<file path="src/rtl/fuv_pkg.sv">
package fuv_pkg;

    localparam int WORD_W = 32;
    localparam int COMP_W = 24;
    localparam int NCOMP  = 4;
    localparam int VEC_W  = COMP_W * NCOMP;

    typedef logic [WORD_W-1:0] word_t;
    typedef logic [COMP_W-1:0] comp_t;
    typedef logic [NCOMP-1:0][WORD_W-1:0] words_t;

    // Narrow an IEEE single to {s, exp7 (bias 63), man16}: truncate, flush, saturate.
    function automatic comp_t f32_to_f24(input word_t f);
        logic [7:0] e;
        logic [7:0] r;
        e = f[30:23];
        r = e - 8'd64;
        if (e <= 8'd64) begin
            return {f[31], 23'd0};
        end else if (e >= 8'd191) begin
            return {f[31], 7'h7f, 16'd0};
        end else begin
            return {f[31], r[6:0], f[22:7]};
        end
    endfunction

endpackage

</file>
<file path="src/rtl/fuv_gather.sv">
module fuv_gather
    import fuv_pkg::*;
#(
    parameter int DEPTH  = 96,
    parameter int ADDR_W = 7
) (
    input  logic              clk,
    input  logic              rst_n,
    input  logic              wr,
    input  logic              ld,
    input  logic              f32,
    input  word_t             din,
    input  logic [ADDR_W-1:0] idx_in,
    output logic              done,
    output logic              bad,
    output logic [ADDR_W-1:0] addr,
    output words_t            words
);

    localparam logic [ADDR_W:0] LIMIT = (ADDR_W+1)'(DEPTH);

    typedef struct packed {
        logic [1:0]        cnt;
        logic [ADDR_W-1:0] idx;
        words_t            stash;
    } gst_t;

    gst_t state_d, state_q;
    logic last;

    always_comb begin
        state_d = state_q;
        done    = 1'b0;
        bad     = 1'b0;
        addr    = state_q.idx;
        for (int k = 0; k < NCOMP; k++) begin
            words[k] = (state_q.cnt == 2'(k)) ? din : state_q.stash[k];
        end
        last = f32 ? (state_q.cnt == 2'd3) : (state_q.cnt >= 2'd2);
        if (ld) begin
            state_d.cnt = 2'd0;
            state_d.idx = idx_in;
        end else if (wr) begin
            if (last) begin
                state_d.cnt = 2'd0;
                if ({1'b0, state_q.idx} < LIMIT) begin
                    done        = 1'b1;
                    state_d.idx = state_q.idx + 1'b1;
                end else begin
                    bad = 1'b1;
                end
            end else begin
                state_d.stash[state_q.cnt] = din;
                state_d.cnt = state_q.cnt + 2'd1;
            end
        end
    end

    always_ff @(posedge clk or negedge rst_n) begin
        if (!rst_n) begin
            state_q <= '0;
        end else begin
            state_q <= state_d;
        end
    end

    // A completed vector restarts the gather
    assert_cnt_clear_R2: assert property (@(posedge clk) disable iff (!rst_n)
        (done || bad) |=> state_q.cnt == 2'd0);
    // A successful vector advances the index by one
    assert_idx_step_R6: assert property (@(posedge clk) disable iff (!rst_n)
        done |=> state_q.idx == $past(state_q.idx) + 1'b1);
    // A rejected vector leaves the index alone
    assert_idx_hold_R5: assert property (@(posedge clk) disable iff (!rst_n)
        bad |=> state_q.idx == $past(state_q.idx));
    // An index load wins and clears the partial vector
    assert_load_clear_R9: assert property (@(posedge clk) disable iff (!rst_n)
        ld |=> (state_q.cnt == 2'd0) && (state_q.idx == $past(idx_in)));

endmodule

</file>
<file path="src/rtl/fuv_convert.sv">
module fuv_convert
    import fuv_pkg::*;
(
    input  logic             f32,
    input  words_t           words,
    output logic [VEC_W-1:0] vec
);

    logic [VEC_W-1:0] vec_f32;
    logic [VEC_W-1:0] vec_pk;

    // Float32 words arrive w first: word k lands in component (3-k)
    for (genvar k = 0; k < NCOMP; k++) begin : g_comp
        assign vec_f32[(NCOMP-1-k)*COMP_W +: COMP_W] = f32_to_f24(words[k]);
    end

    // The 96 packed bits read from word0 down to word2 are w, z, y, x
    assign vec_pk = {words[0], words[1], words[2]};

    assign vec = f32 ? vec_f32 : vec_pk;

endmodule

</file>
<file path="src/rtl/fuv_loader.sv">
module fuv_loader
    import fuv_pkg::*;
#(
    parameter int NUM_UNITS = 2,
    parameter int DEPTH     = 96,
    localparam int ADDR_W   = $clog2(DEPTH),
    localparam int UNIT_W   = (NUM_UNITS > 1) ? $clog2(NUM_UNITS) : 1
) (
    input  logic              clk,
    input  logic              rst_n,
    input  logic              wr_en,
    input  logic [UNIT_W-1:0] wr_unit,
    input  logic [31:0]       wr_data,
    input  logic              fmt_f32,
    input  logic              idx_load,
    input  logic [ADDR_W-1:0] idx_value,
    output logic              mem_we,
    output logic [UNIT_W-1:0] mem_unit,
    output logic [ADDR_W-1:0] mem_addr,
    output logic [95:0]       mem_data,
    output logic              err
);

    typedef struct packed {
        logic              we;
        logic              err;
        logic [UNIT_W-1:0] unit;
        logic [ADDR_W-1:0] addr;
        logic [VEC_W-1:0]  data;
    } out_t;

    logic [NUM_UNITS-1:0]             u_done;
    logic [NUM_UNITS-1:0]             u_bad;
    logic [NUM_UNITS-1:0][ADDR_W-1:0] u_addr;
    words_t                           u_words [NUM_UNITS];

    for (genvar u = 0; u < NUM_UNITS; u++) begin : g_unit
        logic sel;
        assign sel = (wr_unit == UNIT_W'(u));
        fuv_gather #(.DEPTH(DEPTH), .ADDR_W(ADDR_W)) u_gather (
            .clk    (clk),
            .rst_n  (rst_n),
            .wr     (wr_en && sel),
            .ld     (idx_load && sel),
            .f32    (fmt_f32),
            .din    (wr_data),
            .idx_in (idx_value),
            .done   (u_done[u]),
            .bad    (u_bad[u]),
            .addr   (u_addr[u]),
            .words  (u_words[u])
        );
    end

    words_t           sel_words;
    logic [VEC_W-1:0] sel_vec;
    out_t             out_d, out_q;

    always_comb begin
        sel_words = u_words[0];
        for (int u = 0; u < NUM_UNITS; u++) begin
            if (wr_unit == UNIT_W'(u)) sel_words = u_words[u];
        end
    end

    fuv_convert u_convert (
        .f32   (fmt_f32),
        .words (sel_words),
        .vec   (sel_vec)
    );

    always_comb begin
        out_d      = '0;
        out_d.unit = wr_unit;
        out_d.data = sel_vec;
        out_d.we   = |u_done;
        out_d.err  = |u_bad;
        for (int u = 0; u < NUM_UNITS; u++) begin
            if (wr_unit == UNIT_W'(u)) out_d.addr = u_addr[u];
        end
    end

    always_ff @(posedge clk or negedge rst_n) begin
        if (!rst_n) begin
            out_q <= '0;
        end else begin
            out_q <= out_d;
        end
    end

    assign mem_we   = out_q.we;
    assign err      = out_q.err;
    assign mem_unit = out_q.unit;
    assign mem_addr = out_q.addr;
    assign mem_data = out_q.data;

    // Only the addressed unit may finish a vector in a cycle
    assert_single_unit_R7: assert property (@(posedge clk) disable iff (!rst_n)
        $onehot0(u_done | u_bad));
    // A write and an error never coincide
    assert_we_err_excl_R5: assert property (@(posedge clk) disable iff (!rst_n)
        !(mem_we && err));
    // No write ever reaches beyond the memory
    assert_addr_range_R5: assert property (@(posedge clk) disable iff (!rst_n)
        mem_we |-> ({1'b0, mem_addr} < (ADDR_W+1)'(DEPTH)));

endmodule

</file>
<file path="config.mk">
export PLATFORM = sky130hd
export DESIGN_NAME = fuv_loader
export DESIGN_NICKNAME = d
export VERILOG_FILES = /design/src/rtl/fuv_pkg.sv /design/src/rtl/fuv_gather.sv /design/src/rtl/fuv_convert.sv /design/src/rtl/fuv_loader.sv
export SDC_FILE = /design/constraint.sdc
export NUM_CORES = 1
export LEC_CHECK = 0
export ABC_AREA = 1
export BUFFER_PORTS_ARGS = -buffer_cell sky130_fd_sc_hd__buf_2
export CAP_MARGIN = 15
export CORE_MARGIN = 2
export CORE_UTILIZATION = 35
export DETAILED_ROUTE_END_ITERATION = 8
export SYNTH_ARGS = -nofsm -noshare
export SYNTH_HDL_FRONTEND = slang
export SYNTH_SLANG_ARGS = --single-unit
</file>
<file path="constraint.sdc">
create_clock -name clk -period 3.7 [get_ports clk]
set_input_delay 0.555 -clock clk [delete_from_list [all_inputs] [get_ports clk]]
set_output_delay 0.555 -clock clk [all_outputs]
set_load 0.1 [all_outputs]
</file>
# After elaboration in Yosys (flattened, before gate mapping)
# Cells that the tools add are included.
totals:
  register_bits: 380
  in_bits: 45
  output_inout_bits: 106
  elab_cells: 127
op_classes:
  add_sub_neg: 8
  n_lt_le_gt_ge: 16
  n_eq_ne: 6
  muxes: 55
  bitwise: 5
  reduce_logical: 20
ops:
  columns: ["op", "count"]
  rows:
  - ["128-bit two-way mux", 3]
  - ["32-bit two-way mux", 10]
  - ["137-bit two-way mux", 2]
  - ["128-bit bitwise mux", 2]
  - ["23-bit two-way mux", 8]
  - ["32-bit demux with 2-bit select", 2]
  - ["95-bit two-way mux", 1]
  - ["7-bit two-way mux", 5]
  - ["8-bit >= comparator (second input constant)", 4]
  - ["8-bit by 7-bit <= comparator with 1-bit output (second input constant)", 4]
  - ["7-bit subtractor (second input constant)", 4]
  - ["1-bit two-way mux", 18]
  - ["9-bit two-way mux", 2]
  - ["7-bit by 1-bit adder with 7-bit output (second input constant)", 2]
  - ["7-bit less-than comparator (second input constant)", 2]
  - ["3-bit AND reduction", 4]
  - ["2-bit nonzero test", 6]
  - ["2-bit equality test (second input constant)", 4]
  - ["1-bit logical AND", 6]
  - ["2-bit by 3-bit less-than comparator with 1-bit output (second input constant)", 2]
  - ["1-bit inverter", 5]
  - ["2-bit by 1-bit adder with 2-bit output (second input constant)", 2]
  - ["2-bit by 1-bit equality test with 1-bit output (second input constant)", 2]
  - ["2-bit by 1-bit >= comparator with 1-bit output (second input constant)", 2]
  - ["other kinds (4)", 8]

# Longest topological paths before layout
depth:
  ltp_word: 8
  ltp_mapped: 14
  depth_no_buf: 13

# Hierarchy
# Synthesis repeated with hierarchy kept, for this count alone.
hier_totals:
  hier_cells: 2926
  hier_area_um2: 22108.7
by_module_without_submodules:
  columns: ["mod", "instances", "cells_per_inst", "area_each_um2", "seq_area_each_um2"]
  rows:
  - ["fuv_gather (g_unit[1].u_gather)", 1, 930, 7714.9, 3428.3]
  - ["fuv_gather (g_unit[0].u_gather)", 1, 925, 7703.6, 3428.3]
  - ["fuv_loader", 1, 552, 4444.3, 2652.5]
  - ["fuv_convert", 1, 519, 2245.9, 0.0]

# Worst setup path after synthesis
# OpenSTA, ideal clock, no wires.
synth_path:
  kind: "flip-flop to flip-flop"
  from: "reg g_unit[0].u_gather.state_q[135] (netlist name)"
  to: "reg out_q (netlist bit mem_data[42])"
  setup_time_ps: 116
  t_arrival_ps: 1775
  required_time_ps: 3584
  setup_slack_ps: 1808
  path_stages_with_launch: 13
  n_path_buf: 1
  period_less_slack_ps: 1892
  path_cell_list: "dfrtp_1 > inv_1 > ha_1 > clkinv_1 > nand2_1 > nand3_1 > nand2_1 > inv_2 > nand2_1 > buf_2 > nand3_1 > nand2_1 > nand2_1"
synth_lines:
  columns: ["element", "line", "text"]
  rows:
  - ["from (decl)", "fuv_gather.sv:28", "gst_t state_d, state_q;"]
  - ["from (signal assigned)", "fuv_gather.sv:63", "state_q <= state_d;"]
  - ["to (signal assigned)", "fuv_loader.sv:87", "out_q <= out_d;"]
  - ["to (decl)", "fuv_loader.sv:57", "out_t out_d, out_q;"]

# Worst setup path after layout
layout_path:
  from: "reg g_unit[1].u_gather.state_q[135] (netlist name)"
  to: "reg g_unit[1].u_gather.state_q[57] (netlist name)"
layout_via:
  elab_chain_cells: 5
  word_cells_on_any_way: 11
  classes_between: "order compare: 3; eq/ne: 1; mux: 4; bitwise: 1; reduce/logical: 2"
layout_lines:
  columns: ["element", "line", "text"]
  rows:
  - ["from (decl)", "fuv_gather.sv:28", null]
  - ["from (signal assigned)", "fuv_gather.sv:63", null]
  - ["2-bit by 3-bit less-than comparator with 1-bit output (not written as such) or 2-bit by 1-bit >= comparator with 1-bit output (tied branches)", "fuv_gather.sv:53", "state_d.stash[state_q.cnt] = din;"]
  - ["1-bit logical AND (not written as such)", "fuv_gather.sv:53", null]
  - ["32-bit two-way mux (not written as such)", "fuv_gather.sv:53", null]
  - ["32-bit demux with 2-bit select", null, null]
  - ["128-bit bitwise mux", "fuv_gather.sv:53", null]
# Parallel ways exist; a longest one is shown, timed or not.
# A chain may end at the register's enable or synchronous reset.

==> flow_metrics.py <==
metrics = {
    "timing": {
        "whs_ns": -0.0148,
        "fin_setup_tns_ns": 0,
        "number_of_max_slew_violations_in_the_final_report": 0,
        "finalCritPeriodShare_pct": 75.2,
        "final_critical_path_setup_slack_ns": 0.917,
        "unrepaired_setup_endpoints_after_global_routing": "false",
        "maxSlewHeadroom_pct": 33.7,
        "maxClockFrequency_mhz": 359,
        "finalClockSkew_ns": 0.0153,
        "timing_hold_violations_final": 2,
        "finalSetupViolations": 0,
        "timing_worst_slew_pin_value_ns": 0.995,
        "minimum_clock_period_after_layout_ns": 2.78,
    },
    "logic_synthesis": {
        "synth_seq_cells": 366,
        "net_count_synth": 2662,
        "synth.mux.area_fraction_pct": 0.210,
        "synth_area_per_cell_um2": 7.32,
        "area_of_the_mapped_netlist_mm2": 0.0191,
        "dominant_combinational_cell_family_by_area_after_synthesis": "simple AND/OR/NAND/NOR gates",
        "synth_compound_area_share_pct": 16.4,
        "synth_simple_gate_area_share_pct": 25.2,
        "yosys_warnings": 0,
        "synthAdderAreaFrac_pct": 0.655,
        "yosysUniqueCellTypes": 31,
        "syn_inst_count": 2607,
        "synthXorXnorAreaFrac_pct": 0.0918,
        "seq_area_frac_synth_pct": 48.0,
    },
    "clocking": {
        "max-clock-path-buffers": 3,
        "tritoncts": "built",
        "cts_made_buffers": 42,
        "cts_post_setup_buffers_inserted": 0,
        "count_of_cells_resized_by_post_cts_repair": 0,
        "clk_latency_ns": 0.58,
        "cts.hold.buffers_added": 0,
        "clock_transition_time_at_the_flip_flop_clock_pins_of_the_worst_setup_and_hold_paths_ns": 0.06,
        "cts_htree_levels": 2,
        "clkSinkCount": 366,
        "cts_root_buf": "sky130_fd_sc_hd__clkbuf_16",
    },
    "detailed_routing": {
        "number_of_nets_with_antenna_violations_after_detailed_routing": 0,
        "drt_drc_violations_left": 0,
        "drt_first_iter_violations": 1641,
        "post_drt_wl_per_cell_um": 18.3,
        "drtPass1Iterations": 6,
        "drt-vias-per-instance": 5.21,
        "num_vias": 17600,
        "wl_um": 61700,
    },
    "floorplan": {
        "fp.dieH_um": 238,
        "initial_core_util_pct": 35.4,
        "placementRows": 85,
        "ios": 151,
        "design.core.area_mm2": 0.0539,
        "dieArea_mm2": 0.0564,
        "chipWidth_um": 238,
    },
    "global_routing": {
        "globalRouteOverflowTotal": 0,
        "antenna_found_initial": 2,
        "grt_first_pass_wirelength_um": 97200,
        "pin_count_of_the_biggest_net_entering_global_routing": 102,
        "number_of_global_route_vias_before_repair": 16700,
        "grt.total_usage_pct": 22.2,
    },
    "critical_path": {
        "setup.worst_path.end_class": "flip-flop",
        "critPathMaxFanout": 37,
        "critPathRequiredTime_ns": 4.19,
        "timing.setup.critical_path_class": "flip-flop to flip-flop",
        "startpoint_type": "flip-flop",
        "critical_path.reg2reg.startpoint": "g_unit[1].u_gather.state_q[135]",
        "critPathLaunch": "g_unit[1].u_gather.state_q[135]",
        "worst-endpoint-arrival_ns": 3.28,
        "reg2reg_depth": 7,
    },
    "layout": {
        "area.growth.synth_to_final_pct": 13.4,
        "num-nets-final": 2711,
        "diodes": 0,
        "final_layout_size_suffix_gt1_share_pct": 10.4,
    },
    "placement": {
        "gpl.final_weighted_congestion": 0.917,
        "dp.final_hpwl_um": 42100,
        "place_worst_setup_slack_ns": 0.751,
        "port-buffer-count": 150,
    },
    "power": {
        "vdd_ir_drop_max_mv": 0.436,
        "leakage_nw": 10.5,
        "p_per_area_mw_per_mm2": 714,
    },
    "run": {
        "cap_violations": 0,
    },
    "outcome": {
        "violated_checks": "hold timing",
        "status": "finished with violations",
    },
    "worst_hold_path": {
        "hold_class": "input pin to async pin",
    },
}
[cell families after synthesis]
| kind of cell | count (synthesis) |
|---|---|
| simple gates | 1210 |
| fa+ha+maj | 10 |
| mux | 4 |
| flops | 366 |
| buf+inv | 418 |
| compound gates | 597 |
| xor+xnor | 2 |
[cells in the mapped netlist (all sizes together)]
cell    number  area, um^2
a21oi       21         105
a22oi        2        15.0
a31oi       57         357
buf        118         686
clkbuf      62         236
clkinv       1        3.75
dfrtp      366        9160
ha          10         125
inv        237         890
mux2i        4        40.0
nand2      949        3580
nand3      165         826
nor2        90         369
nor3         4        20.0
o211ai       1        7.51
o21ai      490        2450
o21bai      20         150
o221ai       1        8.76
o22ai        4        25.0
o32ai        1        8.76
or2          2        12.5
xor2         2        17.5
[layout by cell type, fill, tap and decap left out, types with 5 or more instances in the layout]
| cell type | instances |
|---|---|
| sky130_fd_sc_hd__a21oi_1 | 21 |
| sky130_fd_sc_hd__a31oi_1 | 57 |
| sky130_fd_sc_hd__buf_12 | 12 |
| sky130_fd_sc_hd__buf_2 | 148 |
| sky130_fd_sc_hd__buf_4 | 24 |
| sky130_fd_sc_hd__clkbuf_1 | 5 |
| sky130_fd_sc_hd__clkbuf_16 | 43 |
| sky130_fd_sc_hd__clkbuf_8 | 9 |
| sky130_fd_sc_hd__clkinv_2 | 10 |
| sky130_fd_sc_hd__dfrtp_1 | 366 |
| sky130_fd_sc_hd__ha_2 | 6 |
| sky130_fd_sc_hd__inv_1 | 229 |
| sky130_fd_sc_hd__inv_2 | 7 |
| sky130_fd_sc_hd__nand2_1 | 943 |
| sky130_fd_sc_hd__nand2_2 | 6 |
| sky130_fd_sc_hd__nand3_1 | 165 |
| sky130_fd_sc_hd__nor2_1 | 87 |
| sky130_fd_sc_hd__o21ai_0 | 428 |
| sky130_fd_sc_hd__o21ai_1 | 62 |
| sky130_fd_sc_hd__o21bai_1 | 20 |
[cell type report]
cell class                 instances  area, um^2
clock inverter                    17         194
multi-input combinational       1823        8130
clock buffer                      57        1220
fill                            5517       32300
tap                              696         871
sequential                       366        9160
inverter                         238         896
timing repair buffer             185        1180
[sequential cells by signal, indices dropped and copies added, names as in the netlist]
| register | cells |
|---|---|
| mem_unit | 1 |
| g_unit.u_gather.state_q | 246 |
| g_unit.u_gather.addr | 14 |
| mem_we | 1 |
| mem_data | 96 |
| err | 1 |
| mem_addr | 7 |
[layer usage]
layer / GRT usage, % / wire length, um / up-vias
li1: - / - / 8446
met1: 31.5 / 27600 / 8420
met2: 34.1 / 27700 / 652
met3: 3.21 / 4180 / 98
met4: 9.09 / 2250 / 0
met5: 0 / 0 / -
[where the power goes]
part | total (mW) | leakage [nW] | internal (mW) | switching, mW
clock | 4.33 | 0.701 | 2.58 | 1.75
combinational | 5.61 | 5.36 | 1.20 | 4.41
sequential | 5.51 | 4.39 | 5.05 | 0.457
total | 15.4 | 10.5 | 8.83 | 6.62
[critical path, cell delays in order (launching register included)]
cell                      delay, ns
sky130_fd_sc_hd__dfrtp_1       0.41
sky130_fd_sc_hd__ha_1          0.34
sky130_fd_sc_hd__o21ai_0       0.59
sky130_fd_sc_hd__inv_1         0.24
sky130_fd_sc_hd__nor2_8        0.58
sky130_fd_sc_hd__buf_12        0.28
sky130_fd_sc_hd__nor2_1        0.06
sky130_fd_sc_hd__a31oi_1       0.16
[metrics by stage]
step / hold slack, ns / util (%) / power [mW] / cell area (um^2) / instances
5_1_grt: 0.0369 / 40.1 / 16.4 / 21600 / 3382
3_5_place_dp: 0.482 / 37.5 / 11.2 / 20200 / 3308
6_report: -0.0148 / 40.1 / 15.4 / 21600 / 3382
3_3_place_gp: 0.466 / 37.5 / 11.1 / 20200 / 3308
2_1_floorplan: 0.259 / - / 9.78 / 19100 / 2607
4_1_cts: 0.0302 / 40.1 / 15.5 / 21600 / 3382
[final timing paths]
check,slack [ns],to
worst max-delay path,0.92,g_unit[1].u_gather.state_q[57]
worst min-delay path,-0.01,mem_data[6]
worst min register to register,0.50,g_unit[0].u_gather.state_q[31]
min in group clk,0.25,mem_we
max in group asynchronous,2.67,g_unit[0].u_gather.state_q[36]
worst max register to register,0.92,g_unit[1].u_gather.state_q[57]
Power figures use the tool's default switching activity.
